[src/rtl/id_resp_pkg.sv]
package id_resp_pkg;

   typedef enum logic [1:0] {
      CMD_NONE  = 2'd0,
      CMD_SIG   = 2'd1,
      CMD_PAIR  = 2'd2,
      CMD_JEDEC = 2'd3
   } id_cmd_e;

   typedef struct packed {
      id_cmd_e cmd;
      logic    hdr_ok;
      logic    phase;
   } frame_info_t;

   localparam logic [7:0] FILL_BYTE = 8'hFF;
   localparam int         JEDEC_LEN = 3;

endpackage

[src/rtl/id_frame_capture.sv]
module id_frame_capture
   import id_resp_pkg::*;
#(
   parameter logic [7:0] OP_SIG      = 8'hAB,
   parameter logic [7:0] OP_PAIR     = 8'h90,
   parameter logic [7:0] OP_JEDEC    = 8'h9F,
   parameter bit         SIG_AS_PAIR = 1'b0,
   parameter int         ADDR_BYTES  = 3
) (
   input  logic        clk,
   input  logic        rst_n,
   input  logic        frm_active,
   input  logic        wr_valid,
   input  logic [7:0]  wr_byte,
   input  logic        rd_req,
   output frame_info_t info
);

   localparam int              HDR_LEN  = ADDR_BYTES + 1;
   localparam int              CNT_W    = $clog2(HDR_LEN + 1);
   localparam logic [CNT_W-1:0] CNT_FULL = CNT_W'(HDR_LEN);
   localparam logic [CNT_W-1:0] LSB_IDX  = CNT_W'(HDR_LEN - 1);

   logic [CNT_W-1:0] cnt_q;
   id_cmd_e          cmd_q;
   id_cmd_e          cmd_dec;
   id_cmd_e          sig_cmd;
   logic             phase_q;
   logic             reading_q;
   logic             take;

   // variant choice for the legacy signature opcode
   generate
      if (SIG_AS_PAIR) begin : g_sig_pair
         assign sig_cmd = CMD_PAIR;
      end else begin : g_sig_basic
         assign sig_cmd = CMD_SIG;
      end
   endgenerate

   always_comb begin
      if (wr_byte == OP_PAIR)       cmd_dec = CMD_PAIR;
      else if (wr_byte == OP_SIG)   cmd_dec = sig_cmd;
      else if (wr_byte == OP_JEDEC) cmd_dec = CMD_JEDEC;
      else                          cmd_dec = CMD_NONE;
   end

   // writes count only before the first read of the frame
   assign take = frm_active && wr_valid && !rd_req && !reading_q;

   always_ff @(posedge clk or negedge rst_n) begin
      if (!rst_n) begin
         cnt_q     <= '0;
         cmd_q     <= CMD_NONE;
         phase_q   <= 1'b0;
         reading_q <= 1'b0;
      end else if (!frm_active) begin
         cnt_q     <= '0;
         cmd_q     <= CMD_NONE;
         phase_q   <= 1'b0;
         reading_q <= 1'b0;
      end else begin
         if (rd_req) reading_q <= 1'b1;
         if (take) begin
            if (cnt_q != CNT_FULL) cnt_q <= cnt_q + 1'b1;
            if (cnt_q == '0) cmd_q <= cmd_dec;
            if (cnt_q == LSB_IDX)       phase_q <= wr_byte[0];
            else if (cnt_q == CNT_FULL) phase_q <= ~phase_q;
         end
      end
   end

   assign info = '{cmd: cmd_q, hdr_ok: (cnt_q == CNT_FULL), phase: phase_q};

endmodule

[src/rtl/id_read_seq.sv]
module id_read_seq #(
   parameter int MAX_IDX = 3,
   localparam int IDX_W  = $clog2(MAX_IDX + 1)
) (
   input  logic             clk,
   input  logic             rst_n,
   input  logic             frm_active,
   input  logic             rd_go,
   output logic [IDX_W-1:0] ridx,
   output logic             rpar
);

   localparam logic [IDX_W-1:0] IDX_TOP = IDX_W'(MAX_IDX);

   always_ff @(posedge clk or negedge rst_n) begin
      if (!rst_n) begin
         ridx <= '0;
         rpar <= 1'b0;
      end else if (!frm_active) begin
         ridx <= '0;
         rpar <= 1'b0;
      end else if (rd_go) begin
         if (ridx != IDX_TOP) ridx <= ridx + 1'b1;
         rpar <= ~rpar;
      end
   end

endmodule

[src/rtl/id_byte_mux.sv]
module id_byte_mux
   import id_resp_pkg::*;
#(
   parameter logic [7:0] MFR_ID  = 8'hC2,
   parameter logic [7:0] DEV_ID  = 8'h16,
   parameter logic [7:0] SIG_ID  = 8'h16,
   parameter logic [7:0] TYPE_ID = 8'h20,
   parameter logic [7:0] CAP_ID  = 8'h17,
   parameter int         IDX_W   = 2
) (
   input  frame_info_t      info,
   input  logic [IDX_W-1:0] ridx,
   input  logic             rpar,
   output logic [7:0]       byte_out
);

   localparam logic [7:0] JID [JEDEC_LEN] = '{MFR_ID, TYPE_ID, CAP_ID};

   logic [7:0] jedec_byte;
   logic [7:0] pair_byte;

   always_comb begin
      jedec_byte = FILL_BYTE;
      for (int k = 0; k < JEDEC_LEN; k++) begin
         if (ridx == IDX_W'(k)) jedec_byte = JID[k];
      end
   end

   assign pair_byte = (info.phase ^ rpar) ? DEV_ID : MFR_ID;

   always_comb begin
      case (info.cmd)
         CMD_JEDEC: byte_out = jedec_byte;
         CMD_PAIR:  byte_out = info.hdr_ok ? pair_byte : FILL_BYTE;
         CMD_SIG:   byte_out = info.hdr_ok ? SIG_ID : FILL_BYTE;
         default:   byte_out = FILL_BYTE;
      endcase
   end

endmodule

[src/rtl/id_responder.sv]
module id_responder
   import id_resp_pkg::*;
#(
   parameter logic [7:0] MFR_ID      = 8'hC2,
   parameter logic [7:0] DEV_ID      = 8'h16,
   parameter logic [7:0] SIG_ID      = 8'h16,
   parameter logic [7:0] TYPE_ID     = 8'h20,
   parameter logic [7:0] CAP_ID      = 8'h17,
   parameter logic [7:0] OP_SIG      = 8'hAB,
   parameter logic [7:0] OP_PAIR     = 8'h90,
   parameter logic [7:0] OP_JEDEC    = 8'h9F,
   parameter bit         SIG_AS_PAIR = 1'b0,
   parameter int         ADDR_BYTES  = 3
) (
   input  logic       clk,
   input  logic       rst_n,
   input  logic       frm_active,
   input  logic       wr_valid,
   input  logic [7:0] wr_byte,
   input  logic       rd_req,
   output logic       rd_valid,
   output logic [7:0] rd_byte
);

   localparam int IDX_W = $clog2(JEDEC_LEN + 1);

   generate
      if (ADDR_BYTES < 1 || ADDR_BYTES > 6) begin : g_bad_addr
         $error("id_responder: ADDR_BYTES must lie in 1..6");
      end
      if (OP_SIG == OP_PAIR || OP_SIG == OP_JEDEC || OP_PAIR == OP_JEDEC) begin : g_bad_ops
         $error("id_responder: the three opcodes must differ");
      end
   endgenerate

   frame_info_t      info;
   logic [IDX_W-1:0] ridx;
   logic             rpar;
   logic             rd_go;
   logic [7:0]       resp;

   assign rd_go = frm_active && rd_req;

   id_frame_capture #(
      .OP_SIG     (OP_SIG),
      .OP_PAIR    (OP_PAIR),
      .OP_JEDEC   (OP_JEDEC),
      .SIG_AS_PAIR(SIG_AS_PAIR),
      .ADDR_BYTES (ADDR_BYTES)
   ) u_capture (
      .clk       (clk),
      .rst_n     (rst_n),
      .frm_active(frm_active),
      .wr_valid  (wr_valid),
      .wr_byte   (wr_byte),
      .rd_req    (rd_req),
      .info      (info)
   );

   id_read_seq #(
      .MAX_IDX(JEDEC_LEN)
   ) u_rseq (
      .clk       (clk),
      .rst_n     (rst_n),
      .frm_active(frm_active),
      .rd_go     (rd_go),
      .ridx      (ridx),
      .rpar      (rpar)
   );

   id_byte_mux #(
      .MFR_ID (MFR_ID),
      .DEV_ID (DEV_ID),
      .SIG_ID (SIG_ID),
      .TYPE_ID(TYPE_ID),
      .CAP_ID (CAP_ID),
      .IDX_W  (IDX_W)
   ) u_mux (
      .info    (info),
      .ridx    (ridx),
      .rpar    (rpar),
      .byte_out(resp)
   );

   always_ff @(posedge clk or negedge rst_n) begin
      if (!rst_n) begin
         rd_valid <= 1'b0;
         rd_byte  <= FILL_BYTE;
      end else begin
         rd_valid <= rd_go;
         if (rd_go) rd_byte <= resp;
      end
   end

endmodule

[config.mk]
export PLATFORM = sky130hd
export DESIGN_NAME = id_responder
export DESIGN_NICKNAME = d
export VERILOG_FILES = /design/src/rtl/id_resp_pkg.sv /design/src/rtl/id_frame_capture.sv /design/src/rtl/id_read_seq.sv /design/src/rtl/id_byte_mux.sv /design/src/rtl/id_responder.sv
export SDC_FILE = /design/constraint.sdc
export NUM_CORES = 1
export LEC_CHECK = 0
export ABC_AREA = 1
export BUFFER_PORTS_ARGS = -buffer_cell sky130_fd_sc_hd__buf_2
export CAP_MARGIN = 20
export CORE_AREA = 5 5 56 58
export CTS_BUF_LIST = sky130_fd_sc_hd__clkbuf_8
export CTS_CLUSTER_SIZE = 14
export DETAILED_ROUTE_END_ITERATION = 16
export DIE_AREA = 0 0 61 63
export GPL_TIMING_DRIVEN = 0
export PLACE_DENSITY = 0.72
export RECOVER_POWER = 25
export SYNTH_ARGS = -nofsm -noshare
export SYNTH_HDL_FRONTEND = slang
export SYNTH_SLANG_ARGS = --single-unit
[constraint.sdc]
create_clock -name clk -period 3.75 [get_ports clk]
set_input_delay 0.1875 -clock clk [delete_from_list [all_inputs] [get_ports clk]]
set_output_delay 0.1875 -clock clk [all_outputs]
set_load 0.05 [all_outputs]
==> impl_metrics.env <==
export IMPL_required_ns=3.93
export IMPL_viasPerCell=4.668
export IMPL_core_mm2=0.002615
export IMPL_initial_utilization=0.4144
export IMPL_ys_warnings_count=0
export IMPL_yosysUniqueCellTypes=18
export IMPL_p_total_mw=0.4511
export IMPL_vias=943
export IMPL_post_cts_setup_buffers=0
export IMPL_ir_drop_v=0.0002533
export IMPL_antenna_cells=0
export IMPL_place_congestion=0.8028
export IMPL_cts_made_buffers=3
export IMPL_rsz0062_at_grt="false"
export IMPL_fin_tns_setup_ns=0
export IMPL_clk_pin_slew_ns=0.07
export IMPL_post_dp_hpwl_um=1736
export IMPL_grt_pass1_vias=911
export IMPL_clockBufferDepth=2
export IMPL_synth_area_per_cell_um2=7.473
export IMPL_die_w_um=61
export IMPL_slew_headroom=0.3725
export IMPL_cts_tree="done"
export IMPL_wl_per_cell_um=10.56
export IMPL_endpoint_kind="register"
export IMPL_ctsResizeCount=0
export IMPL_synth_async_reset_ratio=1.000
export IMPL_synthCells=145
export IMPL_seq_area_frac_synth=0.3995
export IMPL_max_cap_violations=0
export IMPL_slew_viol_final=0
export IMPL_synthFlopType="dfrtp_1"
export IMPL_crit_arrival_ns=1.56
export IMPL_clock_fmax_ghz=0.7276
export IMPL_grt_pass1_wl_um=3636
export IMPL_rows=19
export IMPL_post_place_ws_ns=2.379
export IMPL_final_area_mm2=0.001277
export IMPL_ant_nets=0
export IMPL_cp_start_kind="register"
export IMPL_drc=0
export IMPL_insertion_delay_ns=0.25
export IMPL_power_density_mw_per_mm2=353.1
export IMPL_synth_edf_count=0
export IMPL_pin_count=22
export IMPL_p_leak_nw=0.6545
export IMPL_ys_ff_latch=17
export IMPL_synth_top_cell_area_share=0.2540
export IMPL_crit_type="reg2reg"
export IMPL_finalWorstPathRequiredPeriod_ns=1.374
export IMPL_status="complete, no violations"
export IMPL_syn2layout_area_growth_pct=17.90
export IMPL_tightest_slew_ns=0.9413
export IMPL_clkSinkCount=17
export IMPL_cts_max_level=1
export IMPL_fin_crit_sh=0.3665
export IMPL_final_hold_viol_count=0
export IMPL_clock_skew_ns=0.002530
export IMPL_dpl_cell_area_mm2=0.001227
export IMPL_drive_gt1_frac=0.1930
export IMPL_grt_ovfl_total=0
export IMPL_finish_net_count=197
export IMPL_postCtsHoldBufs=1
export IMPL_drt_iter0_drc=30
export IMPL_grtUsageTotal=0.1204
export IMPL_cts_root_buf="clkbuf_8"
export IMPL_setup_viol=0
export IMPL_postLayoutCoreUtil=0.4885
export IMPL_syn_nets=170
export IMPL_numPortBuffers=21
export IMPL_holdCritPathClass="in2reg"
export IMPL_die_h_um=63
export IMPL_yosysTopAreaCell="dfrtp_1"
export IMPL_dieArea_mm2=0.003843
export IMPL_antenna_found_initial=0
export IMPL_ys_top_cells_by_count="nand2_1, inv_1, nor2_1"
export IMPL_setup_slack_ns=2.376
export IMPL_drt_total_wl_um=2134
export IMPL_netlist_area_mm2=0.001084
export IMPL_grt_max_degree=18
export IMPL_yosys_top_cells_area="dfrtp_1, dfstp_2, ha_1, nand2_1, inv_1"
export IMPL_dr_pass1_iters=4
export IMPL_synth_most_common_cell="nand2_1"
export IMPL_path_max_fanout=4
sequential cells by signal, indices dropped and copies added (netlist names):
| signal | cells |
|---|---|
| rd_byte | 6 |
| rd_valid | 1 |
| u_capture.cmd_q | 2 |
| u_capture.cnt_q | 3 |
| u_capture.phase_q | 1 |
| u_capture.reading_q | 1 |
| u_rseq.ridx | 2 |
| u_rseq.rpar | 1 |
layout make-up:
cell class	count	area, µm²
Inverter	25	93.84
Clock inverter	1	3.754
Fill cell	273	1338
Multi-Input combinational cell	100	531.8
Buffer	3	22.52
Timing Repair Buffer	22	112.6
Tap cell	31	38.79
Sequential cell	17	432.9
Clock buffer	3	41.29
cells in the final DEF, fill, tap and decap left out:
cell	Yosys	routed
dlygate4sd3_1	0	1
a31oi_1	1	1
and2_0	1	1
nor2_1	23	24
nand3_1	12	12
a21oi_1	6	6
buf_2	0	19
inv_1	24	25
clkbuf_1	0	2
or2_0	1	1
o21ai_0	5	5
clkinv_1	1	1
or2_2	2	2
xnor2_1	1	1
clkbuf_8	0	3
ha_1	12	12
o21ai_1	4	4
dfstp_2	6	6
dfrtp_1	11	11
nand2_1	31	31
buf_4	3	3
path summary, 6_finish.rpt:
| kind | cells after the start | slack, ns | to | startpoint |
|---|---|---|---|---|
| setup / recovery | 6 | 2.38 | rd_byte[5] | u_capture.cmd_q[0] |
| hold / removal | 3 | 0.28 | u_rseq.rpar | rd_req |
| setup reg to reg | 6 | 2.38 | rd_byte[5] | u_capture.cmd_q[0] |
| hold reg to reg | 2 | 0.50 | u_capture.reading_q | u_capture.reading_q |
| max in group asynchronous | 2 | 2.59 | rd_valid | rst_n |
| min in group asynchronous | 2 | 0.59 | u_capture.cmd_q[0] | rst_n |
report_power, final:
part | internal, mW | switching (mW) | leakage [nW]
registers | 0.201 | 0.00991 | 0.210
logic | 0.0334 | 0.0720 | 0.418
clock network | 0.0726 | 0.0617 | 0.0269
per-stage QoR:
stage | hold slack [ns] | cells
5_1_grt | 0.2975 | 202
2_1_floorplan | -0.1081 | 145
4_1_cts | 0.2315 | 202
3_5_place_dp | 0.1329 | 197
6_report | 0.2834 | 202
3_3_place_gp | 0.1218 | 197
cells by family (layout without fill, tap and decap cells):
family	Yosys count	after routing	synth area share
compound gates	16	16	0.07506
buf+inv	28	54	0.1074
flops	17	17	0.3995
fa+ha+maj	12	12	0.1386
simple gates	71	71	0.2714
xor+xnor	1	1	0.008085
routing by layer:
| layer | routed length (µm) | up-vias | GRT usage |
|---|---|---|---|
| li1 | - | 496 | - |
| met3 | 121 | 2 | 0.03926 |
| met2 | 1101 | 20 | 0.2166 |
| met5 | 0 | - | 0 |
| met4 | 10 | 0 | 0.01897 |
| met1 | 900 | 425 | 0.1360 |
critical path, cell delays in order (launching register included):
cell and delay [ns]:
dfrtp_1 0.41, inv_1 0.09, ha_1 0.22, o21ai_0 0.33, nand3_1 0.11, o21ai_0 0.09
inv_1 0.06
No activity file was read; power rests on OpenSTA's default activity.
